## src/rtl/chain_adc_pkg.sv

```systemverilog
package chain_adc_pkg;

   typedef enum logic [1:0] {
      ST_IDLE = 2'd0,
      ST_CONV = 2'd1,
      ST_FLAG = 2'd2,
      ST_READ = 2'd3
   } cadc_state_t;

endpackage

```

## src/rtl/chain_adc_edge.sv

```systemverilog
module chain_adc_edge #(
   parameter bit RISING = 1'b1
) (
   input  logic clk,
   input  logic rst,
   input  logic d,
   output logic pulse
);

   logic d_q;

   always_ff @(posedge clk) begin
      if (rst) d_q <= 1'b0;
      else     d_q <= d;
   end

   generate
      if (RISING) begin : g_rise
         assign pulse = d & ~d_q;
      end else begin : g_fall
         assign pulse = ~d & d_q;
      end
   endgenerate

endmodule

```

## src/rtl/chain_adc_timer.sv

```systemverilog
module chain_adc_timer #(
   parameter int CYCLES = 20
) (
   input  logic clk,
   input  logic rst,
   input  logic start,
   input  logic run,
   output logic done
);

   localparam int CNT_W = (CYCLES < 2) ? 1 : $clog2(CYCLES);

   logic [CNT_W-1:0] cnt_q;

   always_ff @(posedge clk) begin
      if (rst)
         cnt_q <= '0;
      else if (start)
         cnt_q <= CNT_W'(CYCLES - 1);
      else if (run && cnt_q != '0)
         cnt_q <= cnt_q - 1'b1;
   end

   assign done = run && (cnt_q == '0);

endmodule

```

## src/rtl/chain_adc_shreg.sv

```systemverilog
module chain_adc_shreg #(
   parameter int W = 18
) (
   input  logic         clk,
   input  logic         rst,
   input  logic         load,
   input  logic [W-1:0] load_val,
   input  logic         shift,
   input  logic         ser_in,
   output logic [W-1:0] q
);

   always_ff @(posedge clk) begin
      if (rst)        q <= '0;
      else if (load)  q <= load_val;
      else if (shift) q <= {q[W-2:0], ser_in};
   end

endmodule

```

## src/rtl/chain_adc_port.sv

```systemverilog
module chain_adc_port
   import chain_adc_pkg::*;
#(
   parameter int DATA_W      = 18,
   parameter int CONV_CYCLES = 20
) (
   input  logic              clk,
   input  logic              rst,
   input  logic              cnv,
   input  logic              sck,
   input  logic              sdi,
   input  logic [DATA_W-1:0] sample,
   output logic              sdo
);

   localparam int MSB = DATA_W - 1;

   generate
      if (DATA_W < 2) begin : g_bad_width
         $error("chain_adc_port: DATA_W must be at least 2");
      end
      if (CONV_CYCLES < 1) begin : g_bad_cycles
         $error("chain_adc_port: CONV_CYCLES must be at least 1");
      end
   endgenerate

   cadc_state_t       state_q, state_d;
   logic              cnv_rise, sck_fall;
   logic              start_en, run_en, conv_done, load_en, shift_en;
   logic [DATA_W-1:0] shreg_q;

   chain_adc_edge #(.RISING(1'b1)) u_cnv_edge (
      .clk   (clk),
      .rst   (rst),
      .d     (cnv),
      .pulse (cnv_rise)
   );

   chain_adc_edge #(.RISING(1'b0)) u_sck_edge (
      .clk   (clk),
      .rst   (rst),
      .d     (sck),
      .pulse (sck_fall)
   );

   assign start_en = (state_q == ST_IDLE) && cnv_rise && sck;
   assign run_en   = (state_q == ST_CONV) && cnv;

   chain_adc_timer #(.CYCLES(CONV_CYCLES)) u_timer (
      .clk   (clk),
      .rst   (rst),
      .start (start_en),
      .run   (run_en),
      .done  (conv_done)
   );

   assign load_en  = run_en && conv_done;
   assign shift_en = (state_q == ST_READ) && cnv && sck_fall;

   chain_adc_shreg #(.W(DATA_W)) u_shreg (
      .clk      (clk),
      .rst      (rst),
      .load     (load_en),
      .load_val (sample),
      .shift    (shift_en),
      .ser_in   (sdi),
      .q        (shreg_q)
   );

   always_comb begin
      state_d = state_q;
      unique case (state_q)
         ST_IDLE: if (start_en) state_d = ST_CONV;
         ST_CONV: begin
            if (!cnv)           state_d = ST_IDLE;
            else if (conv_done) state_d = ST_FLAG;
         end
         ST_FLAG: begin
            if (!cnv)          state_d = ST_IDLE;
            else if (sck_fall) state_d = ST_READ;
         end
         ST_READ: if (!cnv) state_d = ST_IDLE;
         default: state_d = ST_IDLE;
      endcase
   end

   always_ff @(posedge clk) begin
      if (rst) state_q <= ST_IDLE;
      else     state_q <= state_d;
   end

   always_comb begin
      unique case (state_q)
         ST_FLAG: sdo = sdi;
         ST_READ: sdo = shreg_q[MSB];
         default: sdo = 1'b0;
      endcase
   end

endmodule

```

## config.mk

```make
export PLATFORM = sky130hd
export DESIGN_NAME = chain_adc_port
export DESIGN_NICKNAME = d
export VERILOG_FILES = /design/src/rtl/chain_adc_pkg.sv /design/src/rtl/chain_adc_edge.sv /design/src/rtl/chain_adc_timer.sv /design/src/rtl/chain_adc_shreg.sv /design/src/rtl/chain_adc_port.sv
export SDC_FILE = /design/constraint.sdc
export NUM_CORES = 1
export LEC_CHECK = 0
export BUFFER_PORTS_ARGS = -buffer_cell sky130_fd_sc_hd__buf_2
export CAP_MARGIN = 20
export CORE_ASPECT_RATIO = 1.2
export CORE_UTILIZATION = 58
export CTS_CLUSTER_DIAMETER = 50
export DETAILED_ROUTE_END_ITERATION = 10
export GPL_ROUTABILITY_DRIVEN = 0
export GPL_TIMING_DRIVEN = 0
export PLACE_DENSITY_LB_ADDON = 0.3
export SKIP_CTS_REPAIR_TIMING = 1
export SLEW_MARGIN = 10
export SYNTH_ARGS = -nofsm -noshare
export SYNTH_HDL_FRONTEND = slang
export SYNTH_HIERARCHICAL = 1
export SYNTH_SLANG_ARGS = --single-unit
```

## constraint.sdc

```tcl
create_clock -name clk -period 6.4 [get_ports clk]
set_clock_uncertainty 0.15 [all_clocks]
set_input_delay 0.32 -clock clk [delete_from_list [all_inputs] [get_ports clk]]
set_output_delay 0.32 -clock clk [all_outputs]
set_load 0.01 [all_outputs]
```

# After elaboration in Yosys (flattened, before gate mapping)

Index checks and enable logic that the tools add are counted.

RAM bits: 0
Bits in registers: 27
Output and inout port bits: 1
Bits of input ports: 23
Bits in latches: 0
Bits in read-only memories: 0
Memories kept: 0
Word-level logic and storage cells: 45

Bitwise gates (word level): 4
Shifts and indexed selects: 0
Reductions and logical operators: 15
Muxes and demuxes: 12
Eq/ne operators: 7
Order comparisons: 0
Div/mod/pow operators: 0
Multiply operators: 0
Add/sub/neg operators: 1

Operator list:

| cell                                              | number |
|---|---|
| 2-to-1 mux 18 bit                                 | 2 |
| 2-to-1 mux 2 bit                                  | 6 |
| 2-to-1 mux 5 bit                                  | 2 |
| logical AND 1 bit                                 | 8 |
| case mux 2 bit (4 select lines)                   | 1 |
| inequality test 3 bit (second input constant)     | 2 |
| zero test 5 bit                                   | 1 |
| nonzero test 5 bit                                | 1 |
| subtractor 5 x 1 -> 5 bit (second input constant) | 1 |
| == test 2 bit (second input constant)             | 2 |
| inequality test 2 bit (second input constant)     | 2 |
| AND reduction 4 bit                               | 1 |
| nonzero test 2 bit                                | 2 |
| bitwise AND 1 bit                                 | 2 |
| == test 2 x 1 -> 1 bit (second input constant)    | 1 |
| zero test 2 bit                                   | 1 |
| NOT 1 bit                                         | 2 |
| case mux 1 bit (2 select lines)                   | 1 |
| OR reduction 2 bit                                | 1 |

# Logic depth before layout (Yosys ltp)

Depth after elaboration: 6
Gate-level depth with buffers: 11
Gate-level depth less buffers: 8

# By module

Netlist, hierarchy kept.

Modules (own cells, without submodules):

| module                      | area an instance (sq um) | cells an instance | sequential area each (sq um) | instances |
|---|---|---|---|---|
| chain_adc_shreg             | 850.8                    | 80                | 360.3                        | 1 |
| chain_adc_timer             | 259.0                    | 30                | 100.1                        | 1 |
| chain_adc_port              | 145.1                    | 21                | 40.0                         | 1 |
| chain_adc_edge (u_cnv_edge) | 47.5                     | 3                 | 20.0                         | 1 |
| chain_adc_edge (u_sck_edge) | 35.0                     | 3                 | 20.0                         | 1 |

# Worst setup path after synthesis

Ideal clock, no wire load.

Path kind: register to register
Start: reg state_q[0]
End: reg u_shreg.q[10]
Data required time: 6117 ps
Data arrival time: 1874 ps
Path buffers: 3
Setup time: 133 ps
Setup slack: 4243 ps
Period minus slack after synthesis: 2157 ps
Stages on the path, launching flop included: 12
Path through: dfxtp_1 > buf_4 > nand2_1 > nor2_1 > nand3b_1 > nor3_1 > inv_1 > nor3_1 > buf_2 > clkbuf_1 > nor2b_1 > a211oi_2

Word-level cells in the longest chain between the ends: 5
Elaborated cells on any way between the ends: 9
Classes of those cells: 2 x eq/ne; 1 x mux; 6 x reduce/logical

RTL lines:

| what                                                           | line                  | source |
|---|---|---|
| from (decl)                                                    | chain_adc_port.sv:27  | `cadc_state_t state_q, state_d;` |
| from (signal assigned)                                         | chain_adc_port.sv:89  | `else state_q <= state_d;` |
| == test 2 x 1 -> 1 bit *                                       | chain_adc_port.sv:47  | `assign run_en = (state_q == ST_CONV) && cnv;` |
| logical AND 1 bit *                                            | chain_adc_port.sv:47  |  |
| named net run_en                                               | chain_adc_port.sv:29  | `logic start_en, run_en, conv_done, load_en, shift_en;` |
| logical AND 1 bit *                                            | chain_adc_timer.sv:24 | `assign done = run && (cnt_q == '0);` |
| named net conv_done                                            | chain_adc_port.sv:29  |  |
| logical AND 1 bit *                                            | chain_adc_port.sv:57  | `assign load_en = run_en && conv_done;` |
| named net load_en                                              | chain_adc_port.sv:29  |  |
| 2-to-1 mux 18 bit / nonzero test 2 bit (equally long branches) | -                     |  |
| to (signal assigned)                                           | chain_adc_shreg.sv:15 | `else if (load) q <= load_val;` |
| to (signal assigned)                                           | chain_adc_shreg.sv:16 | `else if (shift) q <= {q[W-2:0], ser_in};` |
| to (decl)                                                      | chain_adc_shreg.sv:10 | `output logic [W-1:0] q` |

The timed path passes the listed nets; every way through them passes the cells marked *.
A chain may end at the register's enable or synchronous reset.

# Final worst setup path

Start: reg state_q[0]
End: reg u_shreg.q[14]

Same word-level chain as after synthesis.

==> impl.org <==
** Status
- The run finished with clean final reports.

** Clocking
- CTS Buffer Depth :: 2
- The tree is rooted in a clkbuf_4.
- Insertion delay of the later-clocked pin in the worst-skew pair :: 0.31 ns
- Clock-pin slew was measured on the worst setup and hold paths at 0.13 ns.
- Clock Sinks :: 27
- CTS built an H-tree with a depth of 1.
- Counting the buffers created by CTS gives 3.
- CTS tree :: done

** Layout
- Cell Count, Final, Fillers Out :: 194
- Final core occ :: 71.7%
- Summing all non-filler instances in the final layout gives an area of 1520 µm².
- Net count reported at finish :: 189
- The repair_antennas step left the layout with diodes totalling 0.
- Area growth from synthesis to layout :: 13.5%
- Cells with a size suffix above 1 make up 25.0% of the layout.

** Global route
- The initial antenna violation count was 0.
- GRT Util Overall :: 23.6%
- Wire length of the first global-routing pass :: 4240 µm
- The via count of the first global-routing pass came to 1060.
- Entering global routing, the biggest net connects 16 pins.
- After global routing the overflow that remains totals 0.

** Timing
- Setup slack on the critical path of the routed design comes to 3.78 ns.
- For this run, the top clock speed supported by timing is 381 MHz.
- Count of endpoints failing setup in the final report :: 0
- Setup repair after global routing missed its margin :: false
- The routed design could run at a clock period as short as 2.62 ns.
- Ratio of final minimum period to clock period :: 41.0%
- Worst slew pin tran :: 0.660 ns
- Total negative setup slack :: 0 ns
- The final-report max-slew violation count came to 0.
- The number of hold-slack violations in the final timing report was 0.
- Relative slew margins :: 55.6%

** Placement
- Once detailed placement completed, the half-perimeter wirelength came to 1910 µm.
- Post-Place Cell Area :: 1490 µm²
- Prior to clock tree synthesis, the placed netlist has a worst setup slack of 3.79 ns.
- Buffers added on ports :: 23
- After detailed placement, the design holds a cell count of 190.

** Routing
- Summing over every cut layer, the via total after detailed routing is 1066.
- For this run, the detailed router's first-pass iteration total came to 4.
- Dividing the detail-routed wire length by the instance count gives 13.0 µm.
- The count of nets left with antenna violations once routing finished came out at 0.
- The routed design has 2530 µm of wire.
- After the first detailed-routing iteration, the DRC count stood at 11.
- Dividing the detail-routed via count by the number of cells gives 5.49.
- DRC violations left :: 0

** Synth
- Fraction of registers with async set/reset :: 0%
- Synth Instances :: 137
- Seq cells post-synth :: 27
- Synthesized net count :: 161
- Part of the Yosys area used for sequential elements :: 40.4%
- After synthesis, the most frequently instantiated cells are dfxtp_1, nor2b_1, mux2i_1.
- Leading cell type by number of instances after synthesis :: dfxtp_1
- Summed over its instances, the top area cell type makes up 40.4% of the synthesized netlist area.
- Ranking of synthesized cells by area :: dfxtp_1, mux2i_1, a211oi_1, nor2b_1, nor2b_4
- dfxtp_1 takes more of the synthesized area than any other cell.
- Each instance of the synthesized netlist takes up on average 9.76 µm².
- Most common flop cell mapped by yosys :: dfxtp_1
- Number of synthesized flops with an enable pin :: 0
- Synthesized cell area :: 1340 µm²
- Count of different cell masters after synthesis :: 35
- For this run, the number of Yosys warnings is 6.

** Critical path
- The critical path contains buffers and inverters numbering 4 combined.
- Traced cell by cell, the critical path runs through buf_4, nand2_1, nor2_1, nand3b_1, nor3_1, inv_1, nor3_1, buf_2, clkbuf_1, nor2b_1, a211oi_1.
- Critical Path Stages :: 11
- Register-to-register setup slack :: 3.78 ns
- STA puts the critical path data arrival time at 2.66 ns.
- Critical-path cell with the highest stage delay :: nor2_1
- In this run the critical register-to-register path is captured at u_shreg/q[14]$_SDFFE_PP0P_.
- In this run the worst setup path begins at state_q[0]$_SDFFE_PP0P_.
- FF-to-FF Start :: state_q[0]$_SDFFE_PP0P_
- The critical path is of the flop to flop type.
- The worst setup path is launched from a flop.
- The most critical setup path has its endpoint at u_shreg/q[14]$_SDFFE_PP0P_.
- Most prevalent standard cell on the critical path :: nor3_1
- Required time of the critical path :: 6.44 ns
- Delay of the slowest critical-path stage :: 0.35 ns
- Maximum fanout along the worst path :: 10
- Depth of the worst register-to-register path :: 11
- STA classifies the critical path endpoint as a flop.
- Grouping stages by cell kind, the critical path spends the most delay in simple AND/OR/NAND/NOR gates.

** Floorplan
- The initialized floorplan defines 18 standard-cell rows.
- Total Die Area :: 2500 µm²
- In this run the vertical extent of the chip is 54.6 µm.
- Num ports :: 24
- Area of the core :: 2120 µm²
- Starting density of the core :: 63.2%
- Horizontal die dimension :: 45.8 µm

** Hold path
- Worst Hold Depth :: 2
- In this run the worst hold path is classified as input port to flop.

** Flow run
- Across the run, the number of max-cap violations was 0.

** Power
- IR analysis of the VDD net gives a maximum drop of 0.160 mV.
- The analysis attributes to cell leakage a power of 0.545 nW.
- Areal power density over the cells :: 181 nW/µm²
[per-layer routing]
metal  wire [µm]  GRT usage, %
met1        1100          26.5
met2        1350          44.8
met3          55          2.31
met4          13          9.31
met5           0             0
[through the flow]
step / hold slack [ns] / power [mW]
6_report: 0.0989 / 0.275
3_5_place_dp: 0.343 / 0.208
5_1_grt: 0.0730 / 0.291
4_1_cts: 0.0817 / 0.281
2_1_floorplan: 0.234 / 0.196
3_3_place_gp: 0.330 / 0.206
[state kept, by name, indices dropped and copies added (netlist names)]
register / count
u_shreg/q: 18
u_cnv_edge/d_q: 1
u_sck_edge/d_q: 1
u_timer/cnt_q: 5
state_q: 2
[area by class of cell]
cell class                 count  area [µm²]
fill                         185         599
tap                           30        37.5
timing repair buffer          23         115
inverter                       6        22.5
multi-input combinational     95         706
sequential                    27         541
clock inverter                 1        5.00
buffer                         9        68.8
clock buffer                   3        22.5
[worst min-delay path by stage]
stage	startpoint	end	slack [ns]
after floorplan	rst	u_cnv_edge/d_q$_SDFF_PP0_	0.23
after global placement	u_timer/cnt_q[2]$_SDFFE_PP0P_	u_timer/cnt_q[2]$_SDFFE_PP0P_	0.33
after detailed placement	u_timer/cnt_q[2]$_SDFFE_PP0P_	u_timer/cnt_q[2]$_SDFFE_PP0P_	0.34
after CTS	sck	u_sck_edge/d_q$_SDFF_PP0_	0.08
after global routing	sck	u_sck_edge/d_q$_SDFF_PP0_	0.07
final	sck	u_sck_edge/d_q$_SDFF_PP0_	0.1
[cells by family (layout without fill, tap and decap cells)]
logic type | count (synthesis) | in the layout | synth area share, %
AOI/OAI and AO/OA | 31 | 31 | 17.1
adders and majority gates | 1 | 1 | 0.935
buffers and inverters | 15 | 42 | 6.83
DFF | 27 | 27 | 40.4
muxes | 19 | 19 | 14.2
and+or+nand+nor | 44 | 44 | 20.5
[worst reg2reg max path, delay by kind of cell (launching register included)]
family / cells / cell delay, ns
AND/OR/NAND/NOR: 6 / 1.20
AO/OA/AOI/OAI: 1 / 0.07
flip-flops: 1 / 0.34
buffers and inverters: 4 / 0.75
[placed cells by master, fill, tap and decap left out, drive strengths merged]
cell / count
nand3: 2
nor3: 5
o21ai: 3
nand3b: 1
nor2b: 23
o311a: 1
inv: 6
nand4: 1
a31oi: 1
ha: 1
clkbuf: 5
a21oi: 3
dfxtp: 27
mux2i: 19
o41ai: 1
buf: 30
nand2: 5
a21o: 1
o21bai: 1
nor3b: 1
a221o: 1
a211oi: 19
nor4b: 1
clkinv: 1
or4b: 1
nor2: 4
[power by group]
group | switching, mW | internal (mW)
combinational | 0.0156 | 0.0150
sequential | 0.00237 | 0.172
clock | 0.0470 | 0.0234
(Power assumes the default switching activity.)
